File: config.mk
export PLATFORM = sky130hd
export DESIGN_NAME = sample_packet_framer
export DESIGN_NICKNAME = d
export VERILOG_FILES = /design/src/rtl/framer_pkg.sv /design/src/rtl/framer_header.sv /design/src/rtl/framer_bytesel.sv /design/src/rtl/sample_packet_framer.sv
export SDC_FILE = /design/constraint.sdc
export NUM_CORES = 1
export LEC_CHECK = 0
export ABC_CLOCK_PERIOD_IN_PS = 5800
export BUFFER_PORTS_ARGS = -buffer_cell sky130_fd_sc_hd__buf_2
export CAP_MARGIN = 20
export CORE_ASPECT_RATIO = 0.5
export CORE_MARGIN = 4
export CORE_UTILIZATION = 30
export DETAILED_ROUTE_END_ITERATION = 8
export GPL_ROUTABILITY_DRIVEN = 0
export HOLD_SLACK_MARGIN = 0.08
export REMOVE_ABC_BUFFERS = 1
export SLEW_MARGIN = 10
export SYNTH_ARGS = -nofsm -noshare
export SYNTH_HDL_FRONTEND = slang
export SYNTH_SLANG_ARGS = --single-unit
File: constraint.sdc
create_clock -name clk -period 5.8 [get_ports clk]
set_input_delay 0 -clock clk [delete_from_list [all_inputs] [get_ports clk]]
set_output_delay 0 -clock clk [all_outputs]
set_load 0.02 [all_outputs]
File: src/rtl/framer_pkg.sv
package framer_pkg;
    localparam int FIELD_W     = 32;
    localparam int NUM_FIELDS  = 4;
    localparam int SEQ_W       = 8;
    localparam int MAX_PAYLOAD = 1024;
    localparam int PAY_W       = $clog2(MAX_PAYLOAD) + 1;
    localparam int FLT_BYTES   = FIELD_W / 8;
    localparam int INT_BYTES   = FLT_BYTES / 2;
    localparam int SB_W        = $clog2(NUM_FIELDS * FLT_BYTES) + 1;
    localparam int BIDX_W      = SB_W - 1;

    typedef enum logic [1:0] {ST_IDLE, ST_HDR, ST_DATA, ST_PAD} fsm_t;

    typedef struct packed {
        logic [2:0] content;
        logic [1:0] len;
        logic [4:0] rate;
        logic       little;
        logic       cksum;
    } cfg_t;

    // index 0 = X, 1 = Y, 2 = R, 3 = theta
    typedef logic [NUM_FIELDS-1:0][FIELD_W-1:0] sample_t;

    function automatic logic [PAY_W-1:0] payload_bytes(input logic [1:0] len);
        logic [PAY_W-1:0] full;
        full = PAY_W'(MAX_PAYLOAD);
        return full >> len;
    endfunction

    function automatic logic [SB_W-1:0] sample_bytes(input logic [2:0] content);
        logic [SB_W-1:0] nf;
        logic [SB_W-1:0] fw;
        case (content[1:0])
            2'd0:    nf = SB_W'(1);
            2'd1,
            2'd2:    nf = SB_W'(2);
            default: nf = SB_W'(NUM_FIELDS);
        endcase
        fw = content[2] ? SB_W'(INT_BYTES) : SB_W'(FLT_BYTES);
        return SB_W'(nf * fw);
    endfunction

    function automatic logic [31:0] build_header(input cfg_t c, input logic ovl,
                                                 input logic err,
                                                 input logic [SEQ_W-1:0] seq);
        logic [7:0] status;
        status = {2'b00, c.cksum, c.little, 2'b00, err, ovl};
        return {status, 3'b000, c.rate, 2'b00, c.len, 1'b0, c.content, seq};
    endfunction
endpackage

File: src/rtl/framer_header.sv
module framer_header
    import framer_pkg::*;
(
    input  logic             clk,
    input  logic             rst,
    input  logic             start,
    input  logic             done,
    input  cfg_t             cfg_i,
    input  logic             ovl_i,
    input  logic             err_i,
    output cfg_t             cfg_q,
    output logic [31:0]      hdr_q,
    output logic [SEQ_W-1:0] seq_q
);
    always_ff @(posedge clk) begin
        if (rst) begin
            cfg_q <= '0;
            hdr_q <= '0;
            seq_q <= '0;
        end else begin
            if (start) begin
                cfg_q <= cfg_i;
                hdr_q <= build_header(cfg_i, ovl_i, err_i, seq_q);
            end
            if (done) begin
                seq_q <= seq_q + SEQ_W'(1);
            end
        end
    end
endmodule

File: src/rtl/framer_bytesel.sv
module framer_bytesel
    import framer_pkg::*;
(
    input  cfg_t              cfg,
    input  sample_t           smp,
    input  logic [BIDX_W-1:0] idx,
    output logic [7:0]        byte_o
);
    localparam int POS_W = $clog2(FLT_BYTES);

    logic [BIDX_W-1:0] fidx;
    logic [POS_W-1:0]  b;
    logic [POS_W-1:0]  pos;
    logic [1:0]        fsel;
    logic [FIELD_W-1:0] word;

    always_comb begin
        if (cfg.content[2]) begin
            fidx = idx >> $clog2(INT_BYTES);
            b    = POS_W'(idx[$clog2(INT_BYTES)-1:0]);
            pos  = cfg.little ? b : POS_W'(INT_BYTES - 1) - b;
        end else begin
            fidx = idx >> $clog2(FLT_BYTES);
            b    = idx[POS_W-1:0];
            pos  = cfg.little ? b : POS_W'(FLT_BYTES - 1) - b;
        end
        // field set R,theta starts at field 2; all other sets start at X
        fsel   = (cfg.content[1:0] == 2'd2) ? fidx[1:0] + 2'd2 : fidx[1:0];
        word   = smp[fsel];
        byte_o = word[{pos, 3'b000} +: 8];
    end
endmodule

File: src/rtl/sample_packet_framer.sv
module sample_packet_framer
    import framer_pkg::*;
(
    input  logic               clk,
    input  logic               rst,
    input  logic               in_valid,
    output logic               in_ready,
    input  logic               in_last,
    input  logic [FIELD_W-1:0] in_x,
    input  logic [FIELD_W-1:0] in_y,
    input  logic [FIELD_W-1:0] in_r,
    input  logic [FIELD_W-1:0] in_t,
    input  logic [2:0]         cfg_content,
    input  logic [1:0]         cfg_len,
    input  logic [4:0]         cfg_rate,
    input  logic               cfg_little,
    input  logic               cfg_cksum,
    input  logic               st_overload,
    input  logic               st_error,
    output logic               out_valid,
    input  logic               out_ready,
    output logic [7:0]         out_data,
    output logic               out_sop,
    output logic               out_eop,
    output logic               trunc_err
);
    fsm_t              state_q;
    logic [1:0]        hidx_q;
    logic [PAY_W-1:0]  pay_q;
    logic [BIDX_W-1:0] bidx_q;
    cfg_t              cfg_in;
    cfg_t              cfg_q;
    logic [31:0]       hdr_q;
    logic [SEQ_W-1:0]  seq_q;
    sample_t           smp;
    logic [7:0]        sel_byte;
    logic              start;
    logic              fire;
    logic              pay_last;
    logic              samp_last;
    logic              done;

    assign cfg_in = '{content: cfg_content, len: cfg_len, rate: cfg_rate,
                      little: cfg_little, cksum: cfg_cksum};
    assign smp    = {in_t, in_r, in_y, in_x};

    assign start     = (state_q == ST_IDLE) && in_valid;
    assign pay_last  = pay_q == payload_bytes(cfg_q.len) - PAY_W'(1);
    assign samp_last = {1'b0, bidx_q} == sample_bytes(cfg_q.content) - SB_W'(1);
    assign fire      = out_valid && out_ready;
    assign done      = fire && out_eop;

    framer_header u_header (
        .clk   (clk),
        .rst   (rst),
        .start (start),
        .done  (done),
        .cfg_i (cfg_in),
        .ovl_i (st_overload),
        .err_i (st_error),
        .cfg_q (cfg_q),
        .hdr_q (hdr_q),
        .seq_q (seq_q)
    );

    framer_bytesel u_bytesel (
        .cfg    (cfg_q),
        .smp    (smp),
        .idx    (bidx_q),
        .byte_o (sel_byte)
    );

    always_comb begin
        out_valid = 1'b0;
        out_data  = 8'h00;
        out_sop   = 1'b0;
        out_eop   = 1'b0;
        in_ready  = 1'b0;
        case (state_q)
            ST_HDR: begin
                out_valid = 1'b1;
                out_data  = hdr_q[{~hidx_q, 3'b000} +: 8];
                out_sop   = hidx_q == 2'd0;
            end
            ST_DATA: begin
                out_valid = in_valid;
                out_data  = sel_byte;
                out_eop   = pay_last;
                in_ready  = out_ready && samp_last;
            end
            ST_PAD: begin
                out_valid = 1'b1;
                out_eop   = pay_last;
            end
            default: ;
        endcase
    end

    always_ff @(posedge clk) begin
        if (rst) begin
            state_q   <= ST_IDLE;
            hidx_q    <= '0;
            pay_q     <= '0;
            bidx_q    <= '0;
            trunc_err <= 1'b0;
        end else begin
            trunc_err <= 1'b0;
            case (state_q)
                ST_IDLE: begin
                    hidx_q <= '0;
                    pay_q  <= '0;
                    bidx_q <= '0;
                    if (start) state_q <= ST_HDR;
                end
                ST_HDR: if (fire) begin
                    hidx_q <= hidx_q + 2'd1;
                    if (hidx_q == 2'd3) state_q <= ST_DATA;
                end
                ST_DATA: if (fire) begin
                    pay_q  <= pay_q + PAY_W'(1);
                    bidx_q <= samp_last ? '0 : bidx_q + BIDX_W'(1);
                    if (pay_last) begin
                        state_q <= ST_IDLE;
                    end else if (samp_last && in_last) begin
                        state_q   <= ST_PAD;
                        trunc_err <= 1'b1;
                    end
                end
                ST_PAD: if (fire) begin
                    pay_q <= pay_q + PAY_W'(1);
                    if (pay_last) state_q <= ST_IDLE;
                end
                default: state_q <= ST_IDLE;
            endcase
        end
    end
endmodule

==> impl_metrics.toml, run 1 <==
[sta]
skew_ns = 0.00862
fin_crit_ns = 3.75
slew_headroom_pct = 28.3
fin_crit_sh_pct = 64.6
fmax_mhz = 267
setup_tns_ns = 0
hold_violations = 0
tightest_slew_ns = 1.07
finalMaxSlewViolations = 0
setup_slack_ns = 2.05
setup_violations = 0
rsz0062_at_grt = "false"

[final_layout]
antennaDiodeCount = 0
post-route-util_pct = 38.7
nNetsFinal = 939
stdcell_area_um2 = 6010
drive_above_1_share_pct = 25.4
areaGrowthSynthToFinish_pct = 25.1

[synthesis]
async_flop_share_pct = 0
ys_top_cells_by_area = "dfxtp_1, mux2i_1, a21oi_1"
synth_area_um2 = 4800
synth_compound_area_share_pct = 26.8
yosys_warnings = 0
synth_top_cell_by_area = "dfxtp_1"
synth_top_family_by_area = "compound AO/OA/AOI/OAI gates"
synth_top_area_share_pct = 20.8
synth.most_common_cell = "nand2_1"
avgSynthCellArea_um2 = 7.50
synthMuxAreaShare_pct = 17.2
synth-simple-area-share_pct = 19.5
synth-edff-count = 0
synth_cell_types = 64
ys_ff_latch = 50
ys_top_cells_by_count = "nand2_1, a21oi_1, mux2i_1"
synthCells = 640
synth_flop_cell = "dfxtp_1"
yosysSeqAreaShare_pct = 20.8
synth_xor_area_share_pct = 5.05
synthAdderAreaFrac_pct = 4.17

[setup_path]
cp-start-kind = "flop"
path_class = "flop to output port"
cp-end-kind = "output port"
worst-path-buf-inv = 1
worst_path_dominant_cell_family = "multiplexers"
crit_chain = "mux2_1, xnor2_2, mux4_2, a22oi_1, nor3_1, a211o_1, buf_2"
cp_slowest_cell = "xnor2_2"
cp_data_required_time_ns = 5.80
slowest_delay_ns = 0.79
arrival_ns = 3.75
cp_max_fo = 21

[worst_hold_path]
hp-class = "input pin to flop"

[clock_tree]
clockBufferDepth = 2
post_cts_buffers = 0
h-tree-depth = 2
clk_pin_slew_ns = 0.07
hold_buffers = 15
worstSkewPairLatency_ns = 0.30
clock_sinks = 50
cts_tree = "built"
cts_root_buf = "clkbuf_16"
cts_buffers = 5
cts_resized = 0

[routing]
via_count = 5215
drt-met1-wl_um = 7100
drtIter0Drc = 204
drc_errors = 0
antenna_left = 0
dr_wl_met3_um = 763
wl_um = 16100
top_layer = "met4"
drtPass1Iterations = 5
wl_per_cell_um = 16.5
vias_per_cell = 5.32
dr_wl_met2_um = 7940

[floorplan]
die_area_um2 = 18200
io_pins = 160
row_count = 32
dieWidth_um = 187
die_h_um = 97.5
core_area_um2 = 15500
start_util_pct = 30.9

[global_route]
first_global_vias = 5093
grt_pass1_wl_um = 25500
antenna_found_initial = 0
track_usage_pct = 16.8
grt_max_degree = 46
globalRoute.totalOverflow = 0

[place]
portBuffers = 159
dp_hpwl_um = 12400
dp_slack_ns = 2.36
placed_area_um2 = 5680

[power_and_ir_drop]
ir_worst_vdd_mv = 0.131
p_per_area_nw_per_um2 = 237
p_leak_nw = 2.46
power_mw = 1.42

[run]
cap_violations = 0

[run_status]
status = "finished clean"
[per-stage QoR]
| stage | hold WS [ns] | cells |
|---|---|---|
| 2_1_floorplan | 0.0662 | 590 |
| 3_3_place_gp | 0.244 | 958 |
| 3_5_place_dp | 0.252 | 958 |
| 4_1_cts | 0.114 | 981 |
| 5_1_grt | 0.135 | 981 |
| 6_report | 0.116 | 981 |
[worst paths after layout]
path / cells past startpoint / startpoint / slack (ns) / to
min: 4 / out_ready / 0.12 / hidx_q[1]
max: 7 / bidx_q[2] / 2.05 / out_data[2]
min reg2reg: 2 / u_header.hdr_q[4] / 0.45 / u_header.hdr_q[4]
max reg2reg: 11 / u_header.cfg_q[9] / 2.42 / state_q[0]
[cells in the final DEF (no fill, tap or decap), types with 4 or more instances in the layout]
master         instances
mux2_2                 6
inv_1                 25
a31oi_1                5
o21ai_0               41
a21o_1                 5
mux4_2                 7
nand3b_1               4
and2_1                 6
o22ai_1                8
xor2_1                14
a32oi_1                4
nor2b_1                6
a311oi_1               4
buf_2                159
mux2i_1               56
a211oi_1              14
a21oi_1               64
xnor2_1                9
nor3_1                 7
nand3_1               15
and3_1                 7
dfxtp_1               50
nand2_1               84
a22oi_1                4
a2111oi_0              5
buf_4                  5
a221oi_1               8
nand2b_1               7
dlygate4sd3_1         15
clkbuf_16              5
nor2_1                47
ha_1                  15
a211o_1                4
a21boi_0              11
[worst reg2reg max path, cell delays in order, from the launching register on]
cell and delay (ns):
dfxtp_1 0.39, inv_1 0.11, ha_1 0.37, mux2_2 0.30, ha_1 0.28, ha_1 0.31
xnor2_1 0.15, nand3_1 0.09, or3_4 0.38, or3b_1 0.38, a221o_1 0.33, a221oi_2 0.22
[area by class of cell]
type	instances	area, µm²
clock buffer	5	125
clock inverter	3	47.5
fill	1634	9530
inverter	25	93.8
multi-input combinational	515	3500
sequential	50	1000
tap	204	255
timing repair buffer	179	983
[power by group]
part	switching, mW	total, mW	leakage (nW)	internal (mW)
combinational	0.412	0.681	1.97	0.269
clock	0.141	0.348	0.0848	0.207
sequential	0.0292	0.396	0.405	0.367
[flip-flops by register name, indices dropped and copies added, names as in the netlist]
| signal | cells |
|---|---|
| state_q | 2 |
| trunc_err | 1 |
| bidx_q | 4 |
| u_header.cfg_q | 3 |
| u_header.hdr_q | 19 |
| pay_q | 11 |
| u_header.seq_q | 8 |
| hidx_q | 2 |
[routing by layer]
metal,up-vias,track usage (%)
met5,-,0
met4,0,5.17
met3,24,2.91
met2,139,29.7
met1,2457,21.0
li1,2595,-
[logic make-up after synthesis]
family	Yosys count
fa+ha+maj	16
buf+inv	75
flops	50
compound gates	200
xor+xnor	26
simple gates	201
mux	72
(Power assumes the default switching activity.)
==> run 2: changes to the inputs <==
Settings changed: ABC_CLOCK_PERIOD_IN_PS 5800 to 3800.
Clock period 5.8 ns to 3.8 ns, I/O delays scaled along.
==> run 2 against run 1 <==
Against the previous run:
- largest cell class unchanged
- power rose by 52%
- largest power group unchanged
- via count rose by 0.79%
- sequential share of layout area is 0.19 points lower
- critical endpoint is now out_data[1]
==> impl_metrics.toml, run 2 (synthesized netlist as in run 1, its figures left out) <==
[worst_hold_path]
hp-class = "input pin to flop"
hold_path_depth = 4
worstHoldStart = "out_ready"
hold_end = "hidx_q[1]"

[global_route]
globalRoute.totalOverflow = 0
grt_max_degree = 44
track_usage_pct = 17.0
grt_pass1_wl_um = 26000
antenna_found_initial = 0
first_global_vias = 5227

[final_layout]
layout.cells.most_common = "buf_2"
instances_no_fill = 990
regMostFlops = "u_header.hdr_q"
largestRegisters = "u_header.hdr_q: 19 flops, pay_q: 11 flops, u_header.seq_q: 8 flops"
areaGrowthSynthToFinish_pct = 26.5
drive_above_1_share_pct = 26.2
layout_common_cells = "buf_2, nand2_1, a21oi_1"
fillers = 1615
stdcell_area_um2 = 6070
largest_reg_flops = 19
antennaDiodeCount = 0
nNetsFinal = 948
post-route-util_pct = 39.1

[clock_tree]
h-tree-depth = 2
worstSkewPairLatency_ns = 0.29
cts_resized = 0
cts_tree = "built"
clockBufferDepth = 2
clk_pin_slew_ns = 0.07
post_cts_buffers = 0
hold_buffers = 15
cts_root_buf = "clkbuf_16"
cts_buffers = 5
clock_sinks = 50

[setup_path]
worst_path_dominant_cell_family = "compound AO/OA/AOI/OAI gates"
worst-path-buf-inv = 2
cp_max_fo = 40
cp-start-kind = "flop"
reg2reg_slack_ns = 0.45
arrival_ns = 3.39
r2r_start = "u_header.cfg_q[10]"
cp_slowest_cell = "xnor2_2"
cp-end-kind = "output port"
path_class = "flop to output port"
crit_chain = "buf_4, mux2i_2, xnor2_2, mux2i_1, a211oi_1, a31oi_1, a21bo_2, buf_2"
worstRegToRegCells = 11
cp_data_required_time_ns = 3.80
rr_endpoint = "state_q[0]"
cp.depth = 8
slowest_delay_ns = 0.72

[place]
portBuffers = 159
dp_hpwl_um = 12400
placed_area_um2 = 5740
placed_cells = 966

[sta]
fin_crit_sh_pct = 89.1
slew_headroom_pct = 41.4
skew_ns = 0.00624
rsz0062_at_grt = "false"
tightest_slew_ns = 0.875
hold_violations = 0
finalMaxSlewViolations = 0
hold_ws_ns = 0.131
fin_crit_ns = 3.39
fmax_mhz = 295
setup_violations = 0

[power_and_ir_drop]
p_per_area_nw_per_um2 = 356
sequentialPowerShare_pct = 27.7
p_int_mw = 1.29
p_comb_share_pct = 48.7
p_leak_nw = 2.50
p_sw_mw = 0.869
p_clk_share_pct = 23.6
ir_worst_vdd_mv = 0.172
netSwitchingFraction_pct = 40.2

[routing]
wl_um = 16200
drtPass1Iterations = 5
via_count = 5256
vias_per_cell = 5.31
drtIter0Drc = 278
antenna_left = 0
drc_errors = 0
wl_per_cell_um = 16.4

[floorplan]
io_pins = 160
core_area_um2 = 15500
start_util_pct = 30.9
die_area_um2 = 18200
row_count = 32
dieWidth_um = 187
die_h_um = 97.5

[run]
cap_violations = 0

[run_status]
status = "finished clean"
## run 2: cell types whose count changed in the layout (fill, tap and decap cells not counted), sizes merged
cell / change
buf: +9
inv: -2
clkinvlp: +2
## run 2: cell type report
type	count	area [µm²]	share of cell area (%)
multi-input combinational	515	3500	57.6
timing repair buffer	188	1050	17.4
sequential	50	1000	16.5
tap	204	255	4.20
clock buffer	5	125	2.06
inverter	25	93.8	1.54
clock inverter	3	45.0	0.742
## run 2: per-layer routing
metal  part of all wire (%)  wire length, µm  GRT usage, %  vias up
li1                       -                -             -     2614
met1                     45             7390          21.9     2465
met2                     48             7800          29.6      144
met3                    3.9              627          2.23       33
met4                    2.6              429          5.96        0
met5                      0                0             0        -
## run 2: per-stage QoR
stage	TNS [ns]	setup WS, ns	total power [mW]
5_1_grt	0	0.195	2.31
3_3_place_gp	0	0.583	1.61
6_report	0	0.413	2.16
3_5_place_dp	0	0.451	1.63
2_1_floorplan	-1.22	-0.225	1.30
4_1_cts	0	0.411	2.17
## run 2: power by group through the flow
stage / clock network, mW / logic (mW) / registers (mW)
2_1_floorplan: 0 / 0.686 / 0.615
3_3_place_gp: 0 / 1.00 / 0.609
3_5_place_dp: 0 / 1.02 / 0.611
4_1_cts: 0.526 / 1.04 / 0.599
5_1_grt: 0.546 / 1.16 / 0.605
6_report: 0.510 / 1.05 / 0.599
## run 2: worst max-delay path by stage
stage	from	to	slack, ns
floorplan	u_header.cfg_q[9]	out_data[6]	-0.22
global placement	u_header.cfg_q[9]	state_q[0]	0.58
detailed placement	u_header.cfg_q[10]	state_q[0]	0.45
CTS	u_header.hdr_q[10]	out_data[1]	0.41
global route	u_header.hdr_q[10]	out_data[1]	0.20
finish	u_header.hdr_q[10]	out_data[1]	0.41
## run 2: worst min-delay path, cell delays in order
cell and delay, ns:
buf_2 0.13, nand2_1 0.09, a32oi_1 0.10, nor2_1 0.07
==> run 3: changes to the inputs <==
Settings changed: CORE_ASPECT_RATIO 0.5 to 0.75.
==> run 3 against run 2 <==
Against the previous run:
- global-route usage decreased by 0.15 points
- critical endpoint is now out_data[2]
- clock skew increased by 0.0022 ns
- flip-flop and latch count unchanged
- utilization decreased by 0.13 points
- largest cell class unchanged
- power decreased by 0.73%
==> impl_metrics.toml, run 3 (synthesized netlist as in run 1, its figures left out) <==
[sta]
slew_headroom_pct = 39.4
fmax_mhz = 292
setup_violations = 0
hold_violations = 0
tightest_slew_ns = 0.905
fin_crit_ns = 3.42
finalMaxSlewViolations = 0
skew_ns = 0.00839
hold_ws_ns = 0.0850
fin_crit_sh_pct = 90.1
rsz0062_at_grt = "false"

[run_status]
status = "finished clean"

[final_layout]
layout_common_cells = "buf_2, nand2_1, a21oi_1"
nNetsFinal = 942
largestRegisters = "u_header.hdr_q: 19 flops, pay_q: 11 flops, u_header.seq_q: 8 flops"
areaGrowthSynthToFinish_pct = 25.5
largest_reg_flops = 19
layout.cells.most_common = "buf_2"
regMostFlops = "u_header.hdr_q"
drive_above_1_share_pct = 25.9

[setup_path]
cp_max_fo = 41
cp_data_required_time_ns = 3.80
slowest_delay_ns = 0.57
reg2reg_slack_ns = 0.48
worstRegToRegCells = 11
rr_endpoint = "state_q[0]"
cp_slowest_cell = "mux4_2"
cp-start-kind = "flop"
crit_chain = "buf_4, mux2_1, buf_4, xnor2_2, mux4_2, a22oi_1, nor3_1, a211o_1, buf_2"
r2r_start = "u_header.cfg_q[10]"
cp-end-kind = "output port"
cpMostUsedCell = "buf_4"
arrival_ns = 3.42
path_class = "flop to output port"

[global_route]
grt_pass1_wl_um = 25500
track_usage_pct = 16.9
antenna_found_initial = 1
first_global_vias = 4867
globalRoute.totalOverflow = 0
grt_max_degree = 44

[worst_hold_path]
hold_path_depth = 3
worstHoldStart = "in_last"
hp-class = "input pin to flop"
hold_end = "trunc_err"

[clock_tree]
hold_buffers = 14
post_cts_buffers = 0
cts_root_buf = "clkbuf_16"
cts_tree = "built"
worstSkewPairLatency_ns = 0.30
clockBufferDepth = 2
cts_resized = 0
clk_pin_slew_ns = 0.07
cts_buffers = 5
clock_sinks = 50
h-tree-depth = 2

[routing]
wl_per_cell_um = 16.4
drc_errors = 0
antenna_left = 0
vias_per_cell = 5.20
via_count = 5123
drtPass1Iterations = 5
drtIter0Drc = 417
wl_um = 16200

[floorplan]
die_area_um2 = 18100
start_util_pct = 31.0
die_h_um = 118
io_pins = 160
core_area_um2 = 15500
dieWidth_um = 154
row_count = 39

[place]
dp_hpwl_um = 12800
portBuffers = 159

[power_and_ir_drop]
power_mw = 2.15
ir_worst_vdd_mv = 0.190
p_leak_nw = 2.48
p_per_area_nw_per_um2 = 356

[run]
cap_violations = 0
[run 3: cell types whose count changed in the layout (fill, tap and decap cells not counted)]
cell           change
dlygate4sd3_1      -1
clkinv_2           +1
buf_6              -1
nor2_2             +1
inv_6              +1
buf_4              -4
clkinvlp_4         -2
diode_2            +1
nor2_1             -1
[run 3: worst max-delay path by stage]
stage | from | endpoint | slack (ns) | depth (start not counted)
finish | u_header.hdr_q[10] | out_data[2] | 0.38 | 9
global route | u_header.cfg_q[9] | out_data[4] | 0.14 | 10
CTS | u_header.hdr_q[10] | out_data[2] | 0.40 | 9
detailed placement | u_header.cfg_q[9] | state_q[0] | 0.52 | 11
global placement | u_header.cfg_q[9] | state_q[0] | 0.57 | 11
floorplan | u_header.cfg_q[9] | out_data[6] | -0.22 | 7
[run 3: cell type report]
class,count,area [µm²]
sequential,50,1000
clock buffer,5,125
clock inverter,3,43.8
multi-input combinational,515,3500
tap,205,256
antenna,1,2.50
fill,1652,9440
inverter,25,93.8
timing repair buffer,182,1000
[run 3: power breakdown]
part / switching, mW / internal [mW] / total [mW]
combinational: 0.612 / 0.414 / 1.03
sequential: 0.0447 / 0.560 / 0.605
clock: 0.204 / 0.312 / 0.516
total: 0.860 / 1.29 / 2.15
[run 3: routing by layer]
metal	vias up	global-route usage, %	routed length [µm]	share of wire [%]
li1	2602	-	-	-
met1	2362	25.0	8250	51
met2	144	26.3	7020	43
met3	15	2.65	764	4.7
met4	0	2.70	170	1.0
met5	-	0	0	0
[run 3: through the flow]
stage	instance area, µm²	worst slack [ns]	util, %	setup TNS (ns)	instances
final	6030	0.376	39.0	0	986
after global routing	6030	0.135	39.0	0	986
after CTS	6030	0.396	39.0	0	985
after detailed placement	5720	0.519	37.0	0	963
after global placement	5720	0.570	37.0	0	963
after floorplan	4580	-0.225	-	-1.22	590
[run 3: critical path, delay by kind of cell (launching register included)]
| family | cells | cell delay, ns |
|---|---|---|
| AO/OA/AOI/OAI | 2 | 0.47 |
| XOR/XNOR | 1 | 0.36 |
| multiplexers | 2 | 0.93 |
| buffers and inverters | 3 | 0.81 |
| flip-flops | 1 | 0.46 |
| AND/OR/NAND/NOR | 1 | 0.08 |
